File: config.mk
export PLATFORM = sky130hd
export DESIGN_NAME = flash_cmd_decoder
export DESIGN_NICKNAME = d
export VERILOG_FILES = /design/src/rtl/flash_cmd_pkg.sv /design/src/rtl/fcs_seq.sv /design/src/rtl/fcs_guard.sv /design/src/rtl/fcs_idread.sv /design/src/rtl/flash_cmd_decoder.sv
export SDC_FILE = /design/constraint.sdc
export NUM_CORES = 1
export LEC_CHECK = 0
export BUFFER_PORTS_ARGS = -buffer_cell sky130_fd_sc_hd__buf_2
export CORE_MARGIN = 4
export CORE_UTILIZATION = 44
export CTS_BUF_LIST = sky130_fd_sc_hd__clkbuf_8
export DETAILED_ROUTE_END_ITERATION = 10
export GPL_TIMING_DRIVEN = 0
export PLACE_DENSITY = 0.71
export SLEW_MARGIN = 20
export SYNTH_ARGS = -nofsm -noshare
export SYNTH_HDL_FRONTEND = slang
export SYNTH_HIERARCHICAL = 1
export SYNTH_SLANG_ARGS = --single-unit
export TNS_END_PERCENT = 20
File: constraint.sdc
create_clock -name clk -period 3.82 [get_ports clk]
set_input_delay 0.573 -clock clk [delete_from_list [all_inputs] [get_ports clk]]
set_output_delay 0.573 -clock clk [all_outputs]
set_load 0.01 [all_outputs]
File: src/rtl/flash_cmd_pkg.sv
package flash_cmd_pkg;
  localparam int BYTE_W = 8;
  localparam int CMD_AW = 15;

  localparam logic [CMD_AW-1:0] CA_FIRST  = 15'h5555;
  localparam logic [CMD_AW-1:0] CA_SECOND = 15'h2AAA;

  localparam logic [BYTE_W-1:0] K_UNLOCK_A = 8'hAA;
  localparam logic [BYTE_W-1:0] K_UNLOCK_B = 8'h55;
  localparam logic [BYTE_W-1:0] K_PROG     = 8'hA0;
  localparam logic [BYTE_W-1:0] K_SETUP    = 8'h80;
  localparam logic [BYTE_W-1:0] K_IDENT    = 8'h90;
  localparam logic [BYTE_W-1:0] K_CHIP     = 8'h10;
  localparam logic [BYTE_W-1:0] K_PAGE     = 8'h50;
  localparam logic [BYTE_W-1:0] K_LOCK     = 8'h70;
  localparam logic [BYTE_W-1:0] K_EXIT     = 8'hF0;

  typedef enum logic [2:0] {
    SQ_IDLE, SQ_UNL1, SQ_UNL2, SQ_PROG, SQ_SETUP, SQ_UNL3, SQ_UNL4, SQ_LOCK
  } seq_state_t;

  typedef struct packed {
    logic prog;
    logic chip;
    logic page;
    logic lock_top;
    logic lock_bot;
  } seq_evt_t;
endpackage

File: src/rtl/fcs_seq.sv
module fcs_seq
  import flash_cmd_pkg::*;
#(
  parameter int ADDR_W = 17
) (
  input  logic              clk,
  input  logic              rst,
  input  logic              wr_en,
  input  logic [ADDR_W-1:0] wr_addr,
  input  logic [BYTE_W-1:0] wr_data,
  input  logic              busy,
  output seq_evt_t          evt,
  output logic              id_mode
);
  seq_state_t state_q, state_d;
  logic       id_d;
  logic       take;
  logic       at_first, at_second;

  assign take      = wr_en && !busy;
  assign at_first  = (wr_addr[CMD_AW-1:0] == CA_FIRST);
  assign at_second = (wr_addr[CMD_AW-1:0] == CA_SECOND);

  always_comb begin
    state_d = state_q;
    id_d    = id_mode;
    evt     = '0;
    if (take) begin
      state_d = SQ_IDLE;
      unique case (state_q)
        SQ_IDLE: begin
          if (id_mode && wr_data == K_EXIT) id_d = 1'b0;
          else if (at_first && wr_data == K_UNLOCK_A) state_d = SQ_UNL1;
        end
        SQ_UNL1: if (at_second && wr_data == K_UNLOCK_B) state_d = SQ_UNL2;
        SQ_UNL2: begin
          if (at_first) begin
            case (wr_data)
              K_PROG:  state_d = SQ_PROG;
              K_SETUP: state_d = SQ_SETUP;
              K_IDENT: id_d = 1'b1;
              K_EXIT:  id_d = 1'b0;
              default: state_d = SQ_IDLE;
            endcase
          end
        end
        SQ_PROG:  evt.prog = 1'b1;
        SQ_SETUP: if (at_first && wr_data == K_UNLOCK_A) state_d = SQ_UNL3;
        SQ_UNL3:  if (at_second && wr_data == K_UNLOCK_B) state_d = SQ_UNL4;
        SQ_UNL4: begin
          if (at_first && wr_data == K_CHIP)      evt.chip = 1'b1;
          else if (wr_data == K_PAGE)             evt.page = 1'b1;
          else if (at_first && wr_data == K_LOCK) state_d = SQ_LOCK;
        end
        SQ_LOCK: begin
          if (wr_addr == '1)      evt.lock_top = 1'b1;
          else if (wr_addr == '0) evt.lock_bot = 1'b1;
        end
        default: state_d = SQ_IDLE;
      endcase
    end
  end

  always_ff @(posedge clk) begin
    if (rst) begin
      state_q <= SQ_IDLE;
      id_mode <= 1'b0;
    end else begin
      state_q <= state_d;
      id_mode <= id_d;
    end
  end

  // a write during busy changes neither sequence state nor id flag
  assert_busy_hold_R7: assert property (@(posedge clk) disable iff (rst)
    (wr_en && busy) |=> (state_q == $past(state_q) && id_mode == $past(id_mode)));

  // a wrong second unlock cycle drops back to idle
  assert_abort_R6: assert property (@(posedge clk) disable iff (rst)
    (take && state_q == SQ_UNL1 && !at_second) |=> (state_q == SQ_IDLE));

  // a single exit byte from idle always leaves identification mode
  assert_exit_R10: assert property (@(posedge clk) disable iff (rst)
    (take && state_q == SQ_IDLE && wr_data == K_EXIT) |=> !id_mode);
endmodule

File: src/rtl/fcs_guard.sv
module fcs_guard
  import flash_cmd_pkg::*;
#(
  parameter int ADDR_W  = 17,
  parameter int PAGE_AW = 12,
  parameter int BOOT_AW = 14,
  localparam int PG_W   = ADDR_W - PAGE_AW,
  localparam int NPAGE  = 1 << PG_W,
  localparam int NBOOT  = 1 << (BOOT_AW - PAGE_AW)
) (
  input  logic              clk,
  input  logic              rst,
  input  logic              lock_clr,
  input  seq_evt_t          evt,
  input  logic [ADDR_W-1:0] wr_addr,
  input  logic [BYTE_W-1:0] wr_data,
  output logic              prog_start,
  output logic              chip_start,
  output logic              page_start,
  output logic [ADDR_W-1:0] op_addr,
  output logic [BYTE_W-1:0] op_data,
  output logic [NPAGE-1:0]  erase_mask,
  output logic              lock_top,
  output logic              lock_bot
);
  logic [NPAGE-1:0] locked_vec;
  logic [NPAGE-1:0] page_onehot;
  logic [PG_W-1:0]  tgt_page;
  logic             tgt_locked;
  logic             fire_prog, fire_page, fire_chip;

  for (genvar p = 0; p < NPAGE; p++) begin : g_page
    if (p < NBOOT) begin : g_bot
      assign locked_vec[p] = lock_bot;
    end else if (p >= NPAGE - NBOOT) begin : g_top
      assign locked_vec[p] = lock_top;
    end else begin : g_mid
      assign locked_vec[p] = 1'b0;
    end
    assign page_onehot[p] = (tgt_page == PG_W'(p));
  end

  assign tgt_page   = wr_addr[ADDR_W-1:PAGE_AW];
  assign tgt_locked = locked_vec[tgt_page];
  assign fire_prog  = evt.prog && !tgt_locked;
  assign fire_page  = evt.page && !tgt_locked;
  assign fire_chip  = evt.chip;

  always_ff @(posedge clk) begin
    if (lock_clr) begin
      lock_top <= 1'b0;
      lock_bot <= 1'b0;
    end else begin
      if (evt.lock_top) lock_top <= 1'b1;
      if (evt.lock_bot) lock_bot <= 1'b1;
    end
  end

  always_ff @(posedge clk) begin
    if (rst) begin
      prog_start <= 1'b0;
      chip_start <= 1'b0;
      page_start <= 1'b0;
      op_addr    <= '0;
      op_data    <= '0;
      erase_mask <= '0;
    end else begin
      prog_start <= fire_prog;
      chip_start <= fire_chip;
      page_start <= fire_page;
      if (fire_prog) begin
        op_addr    <= wr_addr;
        op_data    <= wr_data;
        erase_mask <= '0;
      end else if (fire_page) begin
        op_addr    <= wr_addr;
        op_data    <= '0;
        erase_mask <= page_onehot;
      end else if (fire_chip) begin
        op_addr    <= '0;
        op_data    <= '0;
        erase_mask <= ~locked_vec;
      end
    end
  end

  // a started program never targets a locked page
  assert_prog_unlocked_R11: assert property (@(posedge clk) disable iff (rst)
    prog_start |-> !locked_vec[op_addr[ADDR_W-1:PAGE_AW]]);

  // chip erase mask skips every locked page
  assert_chip_skip_R3: assert property (@(posedge clk) disable iff (rst)
    chip_start |-> ((erase_mask & locked_vec) == '0));

  // page erase selects exactly one page, the one addressed
  assert_page_onehot_R4: assert property (@(posedge clk) disable iff (rst)
    page_start |-> ($onehot(erase_mask) && erase_mask[op_addr[ADDR_W-1:PAGE_AW]]));

  // start pulses are exclusive and one cycle long
  assert_pulse_excl_R13: assert property (@(posedge clk) disable iff (rst)
    $onehot0({prog_start, chip_start, page_start}));
  assert_pulse_short_R13: assert property (@(posedge clk) disable iff (rst)
    (prog_start || chip_start || page_start) |=> !(prog_start || chip_start || page_start));

  // lock flags only fall through lock_clr
  assert_lock_sticky_R12: assert property (@(posedge clk) disable iff (lock_clr)
    (lock_top && lock_bot) |=> (lock_top && lock_bot));
  assert_top_sticky_R12: assert property (@(posedge clk) disable iff (lock_clr)
    lock_top |=> lock_top);
endmodule

File: src/rtl/fcs_idread.sv
module fcs_idread
  import flash_cmd_pkg::*;
#(
  parameter int               ADDR_W   = 17,
  parameter logic [BYTE_W-1:0] MFR_CODE = 8'hDA,
  parameter logic [BYTE_W-1:0] DEV_CODE = 8'hA1
) (
  input  logic              clk,
  input  logic              rst,
  input  logic              rd_en,
  input  logic [ADDR_W-1:0] rd_addr,
  input  logic              id_mode,
  input  logic              lock_top,
  input  logic              lock_bot,
  output logic              rd_valid,
  output logic [BYTE_W-1:0] rd_data
);
  localparam logic [ADDR_W-1:0] BOT_STAT = ADDR_W'(2);
  localparam logic [ADDR_W-1:0] TOP_STAT = {{(ADDR_W-4){1'b1}}, 4'h2};

  logic [BYTE_W-1:0] answer;

  always_comb begin
    answer = '0;
    if (rd_addr == BOT_STAT)         answer = {{(BYTE_W-2){1'b0}}, lock_bot, lock_bot};
    else if (rd_addr == TOP_STAT)    answer = {{(BYTE_W-2){1'b0}}, lock_top, lock_top};
    else if (rd_addr[7:0] == 8'h00)  answer = MFR_CODE;
    else if (rd_addr[7:0] == 8'h01)  answer = DEV_CODE;
  end

  always_ff @(posedge clk) begin
    if (rst) begin
      rd_valid <= 1'b0;
      rd_data  <= '0;
    end else begin
      rd_valid <= rd_en && id_mode;
      rd_data  <= (rd_en && id_mode) ? answer : '0;
    end
  end

  // no answer is given outside identification mode
  assert_quiet_R8: assert property (@(posedge clk) disable iff (rst)
    (rd_en && !id_mode) |=> (!rd_valid && rd_data == '0));

  // offset 01 always returns the device code
  assert_devcode_R8: assert property (@(posedge clk) disable iff (rst)
    (rd_en && id_mode && rd_addr[7:0] == 8'h01) |=> (rd_valid && rd_data == DEV_CODE));
endmodule

File: src/rtl/flash_cmd_decoder.sv
module flash_cmd_decoder
  import flash_cmd_pkg::*;
#(
  parameter int               ADDR_W   = 17,
  parameter int               PAGE_AW  = 12,
  parameter int               BOOT_AW  = 14,
  parameter logic [7:0]       MFR_CODE = 8'hDA,
  parameter logic [7:0]       DEV_CODE = 8'hA1,
  localparam int              NPAGE    = 1 << (ADDR_W - PAGE_AW)
) (
  input  logic              clk,
  input  logic              rst,
  input  logic              lock_clr,
  input  logic              wr_en,
  input  logic [ADDR_W-1:0] wr_addr,
  input  logic [7:0]        wr_data,
  input  logic              busy,
  input  logic              rd_en,
  input  logic [ADDR_W-1:0] rd_addr,
  output logic              prog_start,
  output logic              chip_erase_start,
  output logic              page_erase_start,
  output logic [ADDR_W-1:0] op_addr,
  output logic [7:0]        op_data,
  output logic [NPAGE-1:0]  erase_mask,
  output logic              id_mode,
  output logic              rd_valid,
  output logic [7:0]        rd_data
);
  seq_evt_t evt;
  logic     lock_top, lock_bot;

  fcs_seq #(.ADDR_W(ADDR_W)) u_seq (
    .clk(clk), .rst(rst), .wr_en(wr_en), .wr_addr(wr_addr), .wr_data(wr_data),
    .busy(busy), .evt(evt), .id_mode(id_mode)
  );

  fcs_guard #(.ADDR_W(ADDR_W), .PAGE_AW(PAGE_AW), .BOOT_AW(BOOT_AW)) u_guard (
    .clk(clk), .rst(rst), .lock_clr(lock_clr), .evt(evt), .wr_addr(wr_addr),
    .wr_data(wr_data), .prog_start(prog_start), .chip_start(chip_erase_start),
    .page_start(page_erase_start), .op_addr(op_addr), .op_data(op_data),
    .erase_mask(erase_mask), .lock_top(lock_top), .lock_bot(lock_bot)
  );

  fcs_idread #(.ADDR_W(ADDR_W), .MFR_CODE(MFR_CODE), .DEV_CODE(DEV_CODE)) u_idread (
    .clk(clk), .rst(rst), .rd_en(rd_en), .rd_addr(rd_addr), .id_mode(id_mode),
    .lock_top(lock_top), .lock_bot(lock_bot), .rd_valid(rd_valid), .rd_data(rd_data)
  );
endmodule

==> metrics.md <==
| Metric | Value |
|---|---|
| Status | finished, final reports clean |
| R2r worst-path depth | 8 |
| Static leakage | 1.860 nW |
| Remaining Overflow, GRT | 0 |
| Final slew viol count | 0 |
| Dpl hpwl | 7.511 mm |
| RSZ-0062 raised after global routing | no |
| Worst Path Required | 4040 ps |
| Boundary Pins | 118 |
| Crit path capture type | register |
| Post-DP Area | 4263 um^2 |
| Worst setup SP type | primary input |
| Starting DRC count in detailed routing | 162 |
| Worst slew pin tran | 854.8 ps |
| Max Clock Freq | 312.0 MHz |
| Tcrit/Tclk final | 83.90% |
| Peak supply drop | 0.0001681 V |
| PD cells | 338.4 nW/um^2 |
| Switching part of the total | 22.88% |
| Clk_skew | 10.34 ps |
| Placer congestion estimate | 0.8628 |
| Post-Route WL | 10.01 mm |
| Fin util | 57.40% |
| Internal power | 0.001169 W |
| Synthesized instance count | 377 |
| Post-route cell area | 4482 um^2 |
| Initial antenna violation count | 0 |
| CTS buffer count | 9 |
| Row cnt | 32 |
| Synth Warn # | 6 |
| Clock sinks | 72 |
| Hold wc startpoint | lock_clr |
| Critical Path Max Stage Delay | 600 ps |
| Yosys reg bits | 72 |
| Core area | 7807 um^2 |
| Top FF cell, synth | dfxtp_1 |
| Worst hold path type | in -> reg |
| Worst-path clk slew | 80 ps |
| CTS tree | yes |
| Critical path cell sequence | buf_2 > or4_4 > or4_4 > nor4b_1 > clkbuf_1 > inv_1 > clkbuf_1 > o311ai_0 > a21oi_1 |
| Slowest CP cell | or4_4 |
| Clock Path Buffers | 2 |
| Post-DR vias/cell | 5.959 |
| Via Count | 3635 |
| CP max FO | 10 |
| R2R Setup Slk | 890 ps |
| Die Area | 9580 um^2 |
| # setup viols final | 0 |
| GR Util All Layers | 20.46% |
| Routed Antenna Nets | 0 |
| Crit path kind | in -> reg |
| Resized Gates After CTS | 0 |
| Slew headroom | 42.86% |
| ANT cells | 0 |
| Syn nets | 425 |
| Synth async-reset ratio | 0% |
| Die H | 97.88 um |
| Largest net degree at the start of global routing | 13 |
| First-pass GRT wire length | 16.33 mm |
| Crit path DAT | 3430 ps |
| Worst-Skew Late Latency | 340 ps |
| Mean routed wirelength per cell | 16.40 um |
| Avg Inst Size Synth | 9.429 um^2 |
| DRT Pass-1 Iters | 4 |
| H-tree depth | 3 |
| Synthesized area | 3555 um^2 |
| Sum Neg Setup Slack | 0 ps |
| Sequential area share after synthesis | 40.55% |
| Share of layout cells above drive strength 1 | 34.06% |
| MaxCap Viol Count | 0 |
| Clock share of power | 44.1% |
| Fin nets | 552 |
| Worst Hold End | u_guard/lock_top |
| Die W | 97.88 um |
| R2R Path End | u_guard/op_addr[13] |
| Hold-critical path depth | 2 |
| Gate power share | 6.3% |
| Port buffer count | 116 |
| Hold slack final | 389.5 ps |
| WP buf/inv | 4 |
| EDFF count, synth | 0 |
| Min Tclk post-route | 3205 ps |
| Endpoints failing hold | 0 |
| Total power | 0.001516 W |
| Post-CTS Setup Inserts | 0 |
| CP top delay family | simple AND/OR/NAND/NOR gates |
| Critical R2R Launch | u_seq/state_q[1] |
| Seq pwr share | 49.6% |
| Hold buffers post-CTS | 0 |
| Area Growth Syn to Fin | 26.08% |
| Vias in the first global route | 3412 |
| Initial Util | 45.53% |
| Synth cell types | 62 |
| Detailed-route DRC error count | 0 |
| Clock root buffer | clkbuf_8 |
| Sw power | 0.0003470 W |
[cells in the final DEF, fill, tap and decap left out, types with 3 or more instances in the layout]
master / Yosys / routed
buf_1: 4 / 4
nand3b_1: 4 / 4
or3b_2: 4 / 4
or2_2: 3 / 3
nor2_1: 24 / 24
nand2_1: 7 / 7
nand4_1: 26 / 26
o311ai_0: 17 / 17
or4_1: 3 / 3
nand2b_1: 4 / 4
inv_1: 12 / 12
nor3_1: 6 / 6
or4_4: 3 / 3
o21a_1: 3 / 3
a21oi_1: 18 / 18
nor2b_1: 7 / 7
clkbuf_1: 22 / 22
a31oi_1: 5 / 5
o311a_1: 21 / 21
nand3_1: 13 / 13
a22o_1: 8 / 8
buf_4: 5 / 5
clkbuf_8: 0 / 10
a221oi_1: 8 / 8
buf_6: 4 / 4
o2111ai_1: 21 / 21
nor4_1: 7 / 7
dfxtp_1: 72 / 72
buf_2: 4 / 120
[routing by layer]
metal  share of wire (%)  global-route usage, %  vias up
li1                    -                      -     1776
met1                  45                  26.56     1713
met2                  47                  32.62      127
met3                 6.2                  4.929       19
met4                 2.0                  8.413        0
met5                   0                      0        -
[cells in the mapped netlist (2+ instances only)]
| cell type | instances | area (um^2) |
|---|---|---|
| dfxtp_1 | 72 | 1441 |
| nand4_1 | 26 | 162.7 |
| nor2_1 | 24 | 90.09 |
| clkbuf_1 | 22 | 82.58 |
| o2111ai_1 | 21 | 183.9 |
| o311a_1 | 21 | 210.2 |
| a21oi_1 | 18 | 90.09 |
| o311ai_0 | 17 | 148.9 |
| nand3_1 | 13 | 65.06 |
| inv_1 | 12 | 45.04 |
| a221oi_1 | 8 | 70.07 |
| a22o_1 | 8 | 70.07 |
| nand2_1 | 7 | 26.28 |
| nor2b_1 | 7 | 43.79 |
| nor4_1 | 7 | 43.79 |
| nor3_1 | 6 | 30.03 |
| a31oi_1 | 5 | 31.28 |
| buf_4 | 5 | 37.54 |
| buf_1 | 4 | 15.01 |
| buf_2 | 4 | 20.02 |
| buf_6 | 4 | 45.04 |
| nand2b_1 | 4 | 25.02 |
| nand3b_1 | 4 | 30.03 |
| or3b_2 | 4 | 35.03 |
| o21a_1 | 3 | 22.52 |
| or2_2 | 3 | 18.77 |
| or4_1 | 3 | 22.52 |
| or4_4 | 3 | 33.78 |
| a221oi_2 | 2 | 30.03 |
| a22oi_1 | 2 | 15.01 |
| a32o_1 | 2 | 20.02 |
| and2_1 | 2 | 12.51 |
| and2_2 | 2 | 15.01 |
| and3_1 | 2 | 12.51 |
| nor4b_2 | 2 | 30.03 |
| or3_1 | 2 | 12.51 |
[flip-flops by register name, indices dropped and copies added, names as in the netlist, 3 cells and up]
name / cells
u_seq/state_q: 3
u_guard/op_addr: 17
u_guard/erase_mask: 32
u_guard/op_data: 8
u_idread/rd_data: 5
[kinds of logic after synthesis]
logic type             Yosys count  synth area share (%)
AND/OR/NAND/NOR                135                 24.04
AO/OA/AOI/OAI                  117                 28.16
flip-flops                      72                 40.55
buffers and inverters           51                 6.899
XOR/XNOR                         1                0.2464
other                            1                0.1055
[area by class of cell]
cell class                      count  area (um^2)
Buffer                             39        200.2
Clock buffer                       10        137.6
Clock inverter                      5        81.33
Fill cell                         725         3326
Inverter                           12        45.04
Multi-Input combinational cell    254         1868
Sequential cell                    72         1441
Tap cell                          102        127.6
Timing Repair Buffer              116        580.6
[power groups by stage]
stage / clock [W] / sequential [W] / combinational (W)
2_1_floorplan: 0 / 0.000769 / 0.0000437
3_3_place_gp: 0 / 0.000769 / 0.0000937
3_5_place_dp: 0 / 0.000769 / 0.0000947
4_1_cts: 0.000680 / 0.000751 / 0.0000954
5_1_grt: 0.000716 / 0.000752 / 0.000105
6_report: 0.000669 / 0.000752 / 0.0000958
[worst max path at each step]
stage,start,endpoint,slack [ps],cells past startpoint
floorplan,wr_addr[9],u_guard/op_addr[10],810,8
global route,wr_addr[9],u_guard/op_addr[13],390,9
CTS,wr_addr[9],u_guard/op_addr[13],610,9
detailed placement,wr_addr[9],u_guard/op_addr[13],200,9
finish,wr_addr[9],u_guard/op_addr[13],620,9
global placement,wr_addr[9],u_guard/op_addr[9],280,9
[per-stage QoR]
step | setup WS, ps | instances
floorplan | 811.5 | 377
global placement | 282.2 | 595
detailed placement | 202.4 | 595
CTS | 611.8 | 610
global route | 389.7 | 610
finish | 615.1 | 610
[worst register-to-register path, stage by stage (launching register included)]
cell and delay [ps]:
dfxtp_1 460, nand3_1 180, or4_1 520, nor4b_1 420, clkbuf_1 410, inv_1 270
clkbuf_1 260, o311ai_0 170, a21oi_1 110
Power figures use the tool's default switching activity.
